**src/rtl/pmu_pkg.sv**
```systemverilog
package pmu_pkg;
  typedef enum logic [2:0] {
    ST_IDLE, ST_ADDR, ST_WRITE, ST_READ, ST_SKIP
  } bus_state_e;

  function automatic logic [7:0] reset_byte(input int variant, input int idx);
    logic [7:0] v;
    v = 8'h00;
    if (variant == 0) begin
      case (idx)
        8'h03: v = 8'h01;
        8'h23: v = 8'h16;
        8'h40: v = 8'hD8;
        default: v = 8'h00;
      endcase
    end else begin
      case (idx)
        8'h00: v = 8'hC2;  // ac present | ac usable | system on external
        8'h03: v = 8'h06;
        8'h30: v = 8'h60;
        8'h40: v = 8'hD8;
        default: v = 8'h00;
      endcase
    end
    return v;
  endfunction
endpackage

```
**src/rtl/pmu_sync.sv**
```systemverilog
module pmu_sync #(
  parameter int WIDTH  = 2,
  parameter int STAGES = 2
) (
  input  logic             clk_i,
  input  logic             rst_ni,
  input  logic [WIDTH-1:0] d_i,
  output logic [WIDTH-1:0] q_o
);
  for (genvar b = 0; b < WIDTH; b++) begin : g_bit
    logic [STAGES-1:0] chain_q;
    always_ff @(posedge clk_i or negedge rst_ni) begin
      if (!rst_ni) chain_q <= '1;
      else         chain_q <= {chain_q[STAGES-2:0], d_i[b]};
    end
    assign q_o[b] = chain_q[STAGES-1];
  end
endmodule

```
**src/rtl/pmu_bus_events.sv**
```systemverilog
module pmu_bus_events (
  input  logic clk_i,
  input  logic rst_ni,
  input  logic scl_s_i,
  input  logic sda_s_i,
  output logic scl_rise_o,
  output logic scl_fall_o,
  output logic start_o,
  output logic stop_o
);
  logic scl_q, sda_q;

  always_ff @(posedge clk_i or negedge rst_ni) begin
    if (!rst_ni) begin
      scl_q <= 1'b1;
      sda_q <= 1'b1;
    end else begin
      scl_q <= scl_s_i;
      sda_q <= sda_s_i;
    end
  end

  assign scl_rise_o = scl_s_i & ~scl_q;
  assign scl_fall_o = ~scl_s_i & scl_q;
  assign start_o    = scl_s_i & scl_q & sda_q & ~sda_s_i;
  assign stop_o     = scl_s_i & scl_q & ~sda_q & sda_s_i;
endmodule

```
**src/rtl/pmu_regfile.sv**
```systemverilog
module pmu_regfile #(
  parameter int VARIANT = 0,
  parameter int DEPTH   = 255,
  parameter int AW      = 8,
  parameter int DW      = 8
) (
  input  logic          clk_i,
  input  logic          rst_ni,
  input  logic          we_i,
  input  logic [AW-1:0] waddr_i,
  input  logic [DW-1:0] wdata_i,
  input  logic [AW-1:0] raddr_i,
  output logic [DW-1:0] rdata_o
);
  logic [DW-1:0] mem_q [DEPTH];

  always_ff @(posedge clk_i or negedge rst_ni) begin
    if (!rst_ni) begin
      for (int i = 0; i < DEPTH; i++) mem_q[i] <= DW'(pmu_pkg::reset_byte(VARIANT, i));
    end else if (we_i && (int'(waddr_i) < DEPTH)) begin
      mem_q[waddr_i] <= wdata_i;
    end
  end

  assign rdata_o = (int'(raddr_i) < DEPTH) ? mem_q[raddr_i] : '1;
endmodule

```
**src/rtl/pmu_i2c_fsm.sv**
```systemverilog
module pmu_i2c_fsm #(
  parameter logic [6:0] DEV_ADDR = 7'h34,
  parameter int         DEPTH    = 255,
  parameter int         AW       = 8
) (
  input  logic          clk_i,
  input  logic          rst_ni,
  input  logic          scl_rise_i,
  input  logic          scl_fall_i,
  input  logic          start_i,
  input  logic          stop_i,
  input  logic          sda_s_i,
  input  logic [7:0]    rdata_i,
  output logic          sda_oe_o,
  output logic          we_o,
  output logic [7:0]    wdata_o,
  output logic [AW-1:0] ptr_o,
  output logic          ptr_set_o,
  output logic          fetch_o
);
  import pmu_pkg::*;

  bus_state_e    state_q;
  logic [3:0]    bit_cnt_q;
  logic          ack_ph_q, rnw_q, ptr_set_q, oe_q;
  logic [7:0]    shreg_q, tx_q;
  logic [AW-1:0] ptr_q;
  logic          byte_done, ptr_top, evt;

  assign evt       = start_i | stop_i;
  assign byte_done = scl_fall_i & ~evt & ~ack_ph_q & (bit_cnt_q == 4'd8);
  assign ptr_top   = int'(ptr_q) >= DEPTH;
  assign fetch_o   = scl_fall_i & ~evt & ack_ph_q &
                     ((state_q == ST_ADDR & rnw_q) | state_q == ST_READ);
  assign we_o      = byte_done & (state_q == ST_WRITE) & ptr_set_q & ~ptr_top;
  assign wdata_o   = shreg_q;

  always_ff @(posedge clk_i or negedge rst_ni) begin
    if (!rst_ni) begin
      state_q   <= ST_IDLE;
      bit_cnt_q <= '0;
      ack_ph_q  <= 1'b0;
      rnw_q     <= 1'b0;
      ptr_set_q <= 1'b0;
      oe_q      <= 1'b0;
      shreg_q   <= '0;
      tx_q      <= '0;
      ptr_q     <= '0;
    end else if (evt) begin
      state_q   <= start_i ? ST_ADDR : ST_IDLE;
      bit_cnt_q <= '0;
      ack_ph_q  <= 1'b0;
      ptr_set_q <= 1'b0;
      oe_q      <= 1'b0;
    end else if (scl_rise_i) begin
      if (!ack_ph_q && bit_cnt_q < 4'd8) begin
        shreg_q   <= {shreg_q[6:0], sda_s_i};
        bit_cnt_q <= bit_cnt_q + 4'd1;
      end else if (ack_ph_q && state_q == ST_READ && sda_s_i) begin
        state_q <= ST_SKIP;  // master NACK
      end
    end else if (fetch_o) begin
      state_q   <= ST_READ;
      ack_ph_q  <= 1'b0;
      bit_cnt_q <= '0;
      tx_q      <= rdata_i;
      oe_q      <= ~rdata_i[7];
      if (!ptr_top) ptr_q <= ptr_q + 1'b1;
    end else if (scl_fall_i) begin
      unique case (state_q)
        ST_ADDR, ST_WRITE: begin
          if (byte_done) begin
            if (state_q == ST_ADDR) begin
              if (shreg_q[7:1] == DEV_ADDR) begin
                oe_q     <= 1'b1;
                ack_ph_q <= 1'b1;
                rnw_q    <= shreg_q[0];
              end else begin
                state_q <= ST_SKIP;
              end
            end else begin
              oe_q     <= 1'b1;
              ack_ph_q <= 1'b1;
              if (!ptr_set_q) begin
                ptr_q     <= shreg_q[AW-1:0];
                ptr_set_q <= 1'b1;
              end else begin
                ptr_q <= ptr_q + 1'b1;
              end
            end
          end else if (ack_ph_q) begin
            oe_q      <= 1'b0;
            ack_ph_q  <= 1'b0;
            bit_cnt_q <= '0;
            state_q   <= ST_WRITE;
          end
        end
        ST_READ: begin
          if (bit_cnt_q == 4'd8) begin
            oe_q     <= 1'b0;
            ack_ph_q <= 1'b1;
          end else if (bit_cnt_q != 4'd0) begin
            tx_q <= {tx_q[6:0], 1'b0};
            oe_q <= ~tx_q[6];
          end
        end
        default: oe_q <= 1'b0;
      endcase
    end
  end

  assign sda_oe_o  = oe_q;
  assign ptr_o     = ptr_q;
  assign ptr_set_o = ptr_set_q;
endmodule

```
**src/rtl/pmu_reg_target.sv**
```systemverilog
module pmu_reg_target #(
  parameter int         VARIANT  = 0,
  parameter logic [6:0] DEV_ADDR = 7'h34,
  parameter int         DEPTH    = 255
) (
  input  logic clk_i,
  input  logic rst_ni,
  input  logic scl_i,
  input  logic sda_i,
  output logic sda_oe_o
);
  localparam int AW = $clog2(DEPTH + 1);

  logic          scl_s, sda_s;
  logic          scl_rise, scl_fall, start_det, stop_det;
  logic          we, ptr_set, fetch;
  logic [7:0]    wdata, rdata;
  logic [AW-1:0] ptr;

  pmu_sync #(.WIDTH(2), .STAGES(2)) u_sync (
    .clk_i, .rst_ni, .d_i({scl_i, sda_i}), .q_o({scl_s, sda_s})
  );

  pmu_bus_events u_events (
    .clk_i, .rst_ni, .scl_s_i(scl_s), .sda_s_i(sda_s),
    .scl_rise_o(scl_rise), .scl_fall_o(scl_fall),
    .start_o(start_det), .stop_o(stop_det)
  );

  pmu_i2c_fsm #(.DEV_ADDR(DEV_ADDR), .DEPTH(DEPTH), .AW(AW)) u_fsm (
    .clk_i, .rst_ni,
    .scl_rise_i(scl_rise), .scl_fall_i(scl_fall),
    .start_i(start_det), .stop_i(stop_det), .sda_s_i(sda_s),
    .rdata_i(rdata), .sda_oe_o, .we_o(we), .wdata_o(wdata),
    .ptr_o(ptr), .ptr_set_o(ptr_set), .fetch_o(fetch)
  );

  pmu_regfile #(.VARIANT(VARIANT), .DEPTH(DEPTH), .AW(AW), .DW(8)) u_regs (
    .clk_i, .rst_ni, .we_i(we), .waddr_i(ptr), .wdata_i(wdata),
    .raddr_i(ptr), .rdata_o(rdata)
  );
endmodule

```
**config.mk**
```make
export PLATFORM = sky130hd
export DESIGN_NAME = pmu_reg_target
export DESIGN_NICKNAME = d
export VERILOG_FILES = /design/src/rtl/pmu_pkg.sv /design/src/rtl/pmu_sync.sv /design/src/rtl/pmu_bus_events.sv /design/src/rtl/pmu_regfile.sv /design/src/rtl/pmu_i2c_fsm.sv /design/src/rtl/pmu_reg_target.sv
export SDC_FILE = /design/constraint.sdc
export NUM_CORES = 2
export LEC_CHECK = 0
export ABC_CLOCK_PERIOD_IN_PS = 4400
export BUFFER_PORTS_ARGS = -buffer_cell sky130_fd_sc_hd__buf_2
export CORE_ASPECT_RATIO = 0.9
export CORE_MARGIN = 2
export CORE_UTILIZATION = 59
export CTS_CLUSTER_DIAMETER = 120
export CTS_CLUSTER_SIZE = 16
export DETAILED_ROUTE_END_ITERATION = 10
export PLACE_DENSITY = 0.86
export SYNTH_ARGS = -nofsm -noshare
export SYNTH_HDL_FRONTEND = slang
export SYNTH_SLANG_ARGS = --single-unit
```
**constraint.sdc**
```tcl
create_clock -name clk_i -period 4.4 [get_ports clk_i]
set_input_delay 0.22 -clock clk_i [delete_from_list [all_inputs] [get_ports clk_i]]
set_output_delay 0.22 -clock clk_i [all_outputs]
set_load 0.02 [all_outputs]
```
==> flow_metrics.env <==
export IMPL_p_int_uw=26700
export IMPL_switchingPower_uw=11900
export IMPL_grt_pass1_vias=59900
export IMPL_rrSetupSlack_ns=0.06
export IMPL_synthArstFlopShare=1.00
export IMPL_ir_drop_uv=752
export IMPL_synth_cells=6296
export IMPL_dp_hpwl_mm=169
export IMPL_grt_max_degree=237
export IMPL_drtAntennaViolNets=0
export IMPL_pwr_share_comb=0.151
export IMPL_r2r_cells=7
export IMPL_die_w_um=431
export IMPL_crit_required_ns=5.08
export IMPL_startpoint="u_fsm.ptr_o[3]"
export IMPL_power_density_nw_per_um2=373
export IMPL_maxCapViolCount=0
export IMPL_crit_end="u_fsm.tx_q[1]"
export IMPL_cts_tree="done"
export IMPL_swShare=0.309
export IMPL_critPathBufInv=0
export IMPL_synth_most_common_cell="dfrtp_1"
export IMPL_synth_top_cell_by_area="dfrtp_1"
export IMPL_insertion_delay_ns=0.83
export IMPL_fin_skew_ns=0.0391
export IMPL_leakage_uw=0.0479
export IMPL_slew_viol_final=0
export IMPL_drtPass1Iterations=7
export IMPL_cp_arrival_ns=5.02
export IMPL_gp_congestion=0.973
export IMPL_cts_setup_buffers=0
export IMPL_cp_end_kind="flip-flop"
export IMPL_clockPowerShare=0.335
export IMPL_period_needed_ns=4.34
export IMPL_core_sq_um=162000
export IMPL_pwr_share_seq=0.514
export IMPL_synth_top_area_share=0.534
export IMPL_post_route_period_util=0.986
export IMPL_vias=58200
export IMPL_cts_root_buf="clkbuf_16"
export IMPL_drive_above_1_share=0.507
export IMPL_fmax_ghz=0.231
export IMPL_hold_class="in -> async"
export IMPL_path_cells="and2_2, a22oi_1, a22o_1, a2111oi_2, nor2_1, a2111oi_1, a31oi_1"
export IMPL_synth_seq_cells=2080
export IMPL_worstSetupStartpointType="flip-flop"
export IMPL_relSlewSlack=0.0890
export IMPL_wl_per_cell_um=31.3
export IMPL_overflow=0
export IMPL_hold_viol=0
export IMPL_cp_depth=7
export IMPL_wirelength_mm=262
export IMPL_drt_iter0_markers=6837
export IMPL_synth_common_cells="2066 x dfrtp_1, 2007 x mux2_2, 475 x mux4_2"
export IMPL_routed_via_density=6.96
export IMPL_nets=6193
export IMPL_crit_slowest_cell="dfrtp_4"
export IMPL_dp_slack_ns=0.0550
export IMPL_rows=140
export IMPL_grt_pass1_wl_mm=397
export IMPL_outcome="completed"
export IMPL_critPathTopFamily="compound AO/OA/AOI/OAI gates"
export IMPL_clk_path_buf_depth=3
export IMPL_criticalPathCategory="reg -> reg"
export IMPL_htree_levels=4
export IMPL_drc=0
export IMPL_timing_rr_end="u_fsm.tx_q[1]"
export IMPL_seq_area_frac_synth=0.538
export IMPL_syn_avg_cell_area_sq_um=15.4
export IMPL_numCtsBuffers=148
export IMPL_nFillCells=11000
export IMPL_die_height_um=388
export IMPL_ys_types=85
export IMPL_synth_area_top_cells="dfrtp_1 53%, mux2_2 23%, mux4_2 11%"
export IMPL_synth_fp_nets=6309
export IMPL_critPathMaxFanout=35
export IMPL_ys_warnings_count=0
export IMPL_grt_antenna_before_repair=11
export IMPL_ys_flop_type="dfrtp_1"
export IMPL_synth_area_sq_um=96700
export IMPL_setup_violations=0
export IMPL_rr_startpoint="u_fsm.ptr_o[3]"
export IMPL_worst_slack_ns=0.0624
export IMPL_area_delta_synth_final_pct=6.84
export IMPL_critPathMaxStageDelay_ns=0.88
export IMPL_fp_dieArea_sq_um=167000
export IMPL_port_buffers=4
export IMPL_rsz0062_at_grt="no"
export IMPL_grt_total_usage=0.317
export IMPL_start_util=0.596
export IMPL_synth_edf_count=0
export IMPL_cts_sinks=2080
export IMPL_clk_pin_slew_worst_paths_ns=0.09
export IMPL_pin_count=5
export IMPL_fin_tns_setup_ns=0
export IMPL_tightest_slew_ns=1.33
export IMPL_hold_ws_ns=0.0443
-- logic make-up (layout without fill, tap and decap cells) --
group / after synthesis / in the layout / synth area share
compound gates: 317 / 317 / 0.0233
xor+xnor: 3 / 3 / 0.000272
fa+ha+maj: 9 / 9 / 0.00116
buf+inv: 495 / 426 / 0.0254
flops: 2080 / 2080 / 0.538
mux: 2698 / 2698 / 0.367
other cells: 0 / 2 / 0
simple gates: 694 / 694 / 0.0444
-- metrics by stage --
step / utilization / power (uW) / instances / area (sq um)
final: 0.636 / 38600 / 8359 / 103000
after global routing: 0.636 / 39700 / 8357 / 103000
after CTS: 0.636 / 38400 / 8357 / 103000
after detailed placement: 0.611 / 25800 / 8157 / 99200
after global placement: 0.611 / 25600 / 8157 / 99200
after floorplan: - / 23300 / 6296 / 96700
-- flip-flops by register name, indices dropped and copies added, names as in the netlist, 3 cells and up --
| name | flops |
|---|---|
| u_fsm.state_q | 3 |
| u_fsm.tx_q | 7 |
| u_fsm.wdata_o | 8 |
| u_fsm.ptr_o | 8 |
| u_regs.mem_q | 2040 |
| u_sync.g_bit.chain_q | 4 |
| u_fsm.bit_cnt_q | 4 |
-- power groups by stage --
stage	combinational, uW	clock, uW	sequential, uW
floorplan	3670	0	19600
CTS	5640	13000	19800
global placement	5460	0	20100
global route	6090	13800	19800
finish	5830	12900	19800
detailed placement	5620	0	20100
-- cells in the final DEF (no fill, tap or decap), types with 10 or more instances in the layout --
cell | synthesis | routed
clkbuf_16 | 0 | 152
nor3_1 | 25 | 25
mux2_1 | 60 | 60
nor4_1 | 16 | 16
nor2_2 | 128 | 129
a22o_1 | 15 | 15
o22ai_1 | 43 | 43
dfrtp_4 | 0 | 12
nor2b_1 | 21 | 18
buf_4 | 47 | 165
mux4_2 | 475 | 475
nor2_4 | 94 | 95
a22oi_1 | 32 | 32
a31oi_1 | 16 | 16
a21oi_1 | 54 | 54
nor2_1 | 103 | 101
nand3_1 | 63 | 56
a32oi_1 | 26 | 26
a211oi_1 | 19 | 19
clkbuf_1 | 298 | 33
inv_1 | 16 | 14
dfrtp_1 | 2066 | 2052
and3_1 | 10 | 10
o21ai_0 | 32 | 32
nand4_1 | 19 | 19
nand2_1 | 138 | 138
nand3_2 | 4 | 11
mux2_2 | 2007 | 2007
mux2i_1 | 156 | 156
buf_12 | 5 | 42
dfstp_2 | 14 | 14
-- how the worst min path moves through the flow --
stage	startpoint	cells after the start	end	slack [ns]
finish	rst_ni	2	u_regs.mem_q[492]	0.04
global route	scl_i	2	u_sync.g_bit[1].chain_q[0]	0.04
CTS	rst_ni	2	u_regs.mem_q[500]	0.05
detailed placement	rst_ni	1	u_regs.mem_q[492]	0.27
global placement	rst_ni	1	u_regs.mem_q[500]	0.26
floorplan	rst_ni	0	u_fsm.ack_ph_q	-0.08
-- metal layers --
metal | global-route usage | wire, um | up-vias
li1 | - | - | 23100
met2 | 0.459 | 117000 | 2963
met5 | 0 | 100 | -
met1 | 0.447 | 104000 | 31400
met3 | 0.0970 | 28500 | 727
met4 | 0.134 | 12700 | 16
-- final cells by class --
type | instances | area [sq um] | share of cell area
Sequential cell | 2080 | 52100 | 0.504
Multi-Input combinational cell | 3721 | 42300 | 0.409
Clock buffer | 185 | 3930 | 0.0380
Tap cell | 2130 | 2670 | 0.0258
Timing Repair Buffer | 213 | 2120 | 0.0206
Clock inverter | 12 | 138 | 0.00133
Inverter | 16 | 67.6 | 0.000654
Antenna cell | 2 | 5.00 | 0.0000484
-- what timing repair did --
| item | in CTS | in global routing |
|---|---|---|
| gates resized for setup | 0 | 1 |
| setup endpoints to repair | 0 | 1 |
| hold buffers | 3 | 0 |
| hold endpoints to repair | 241 | 0 |
No activity file was read; power rests on OpenSTA's default activity.
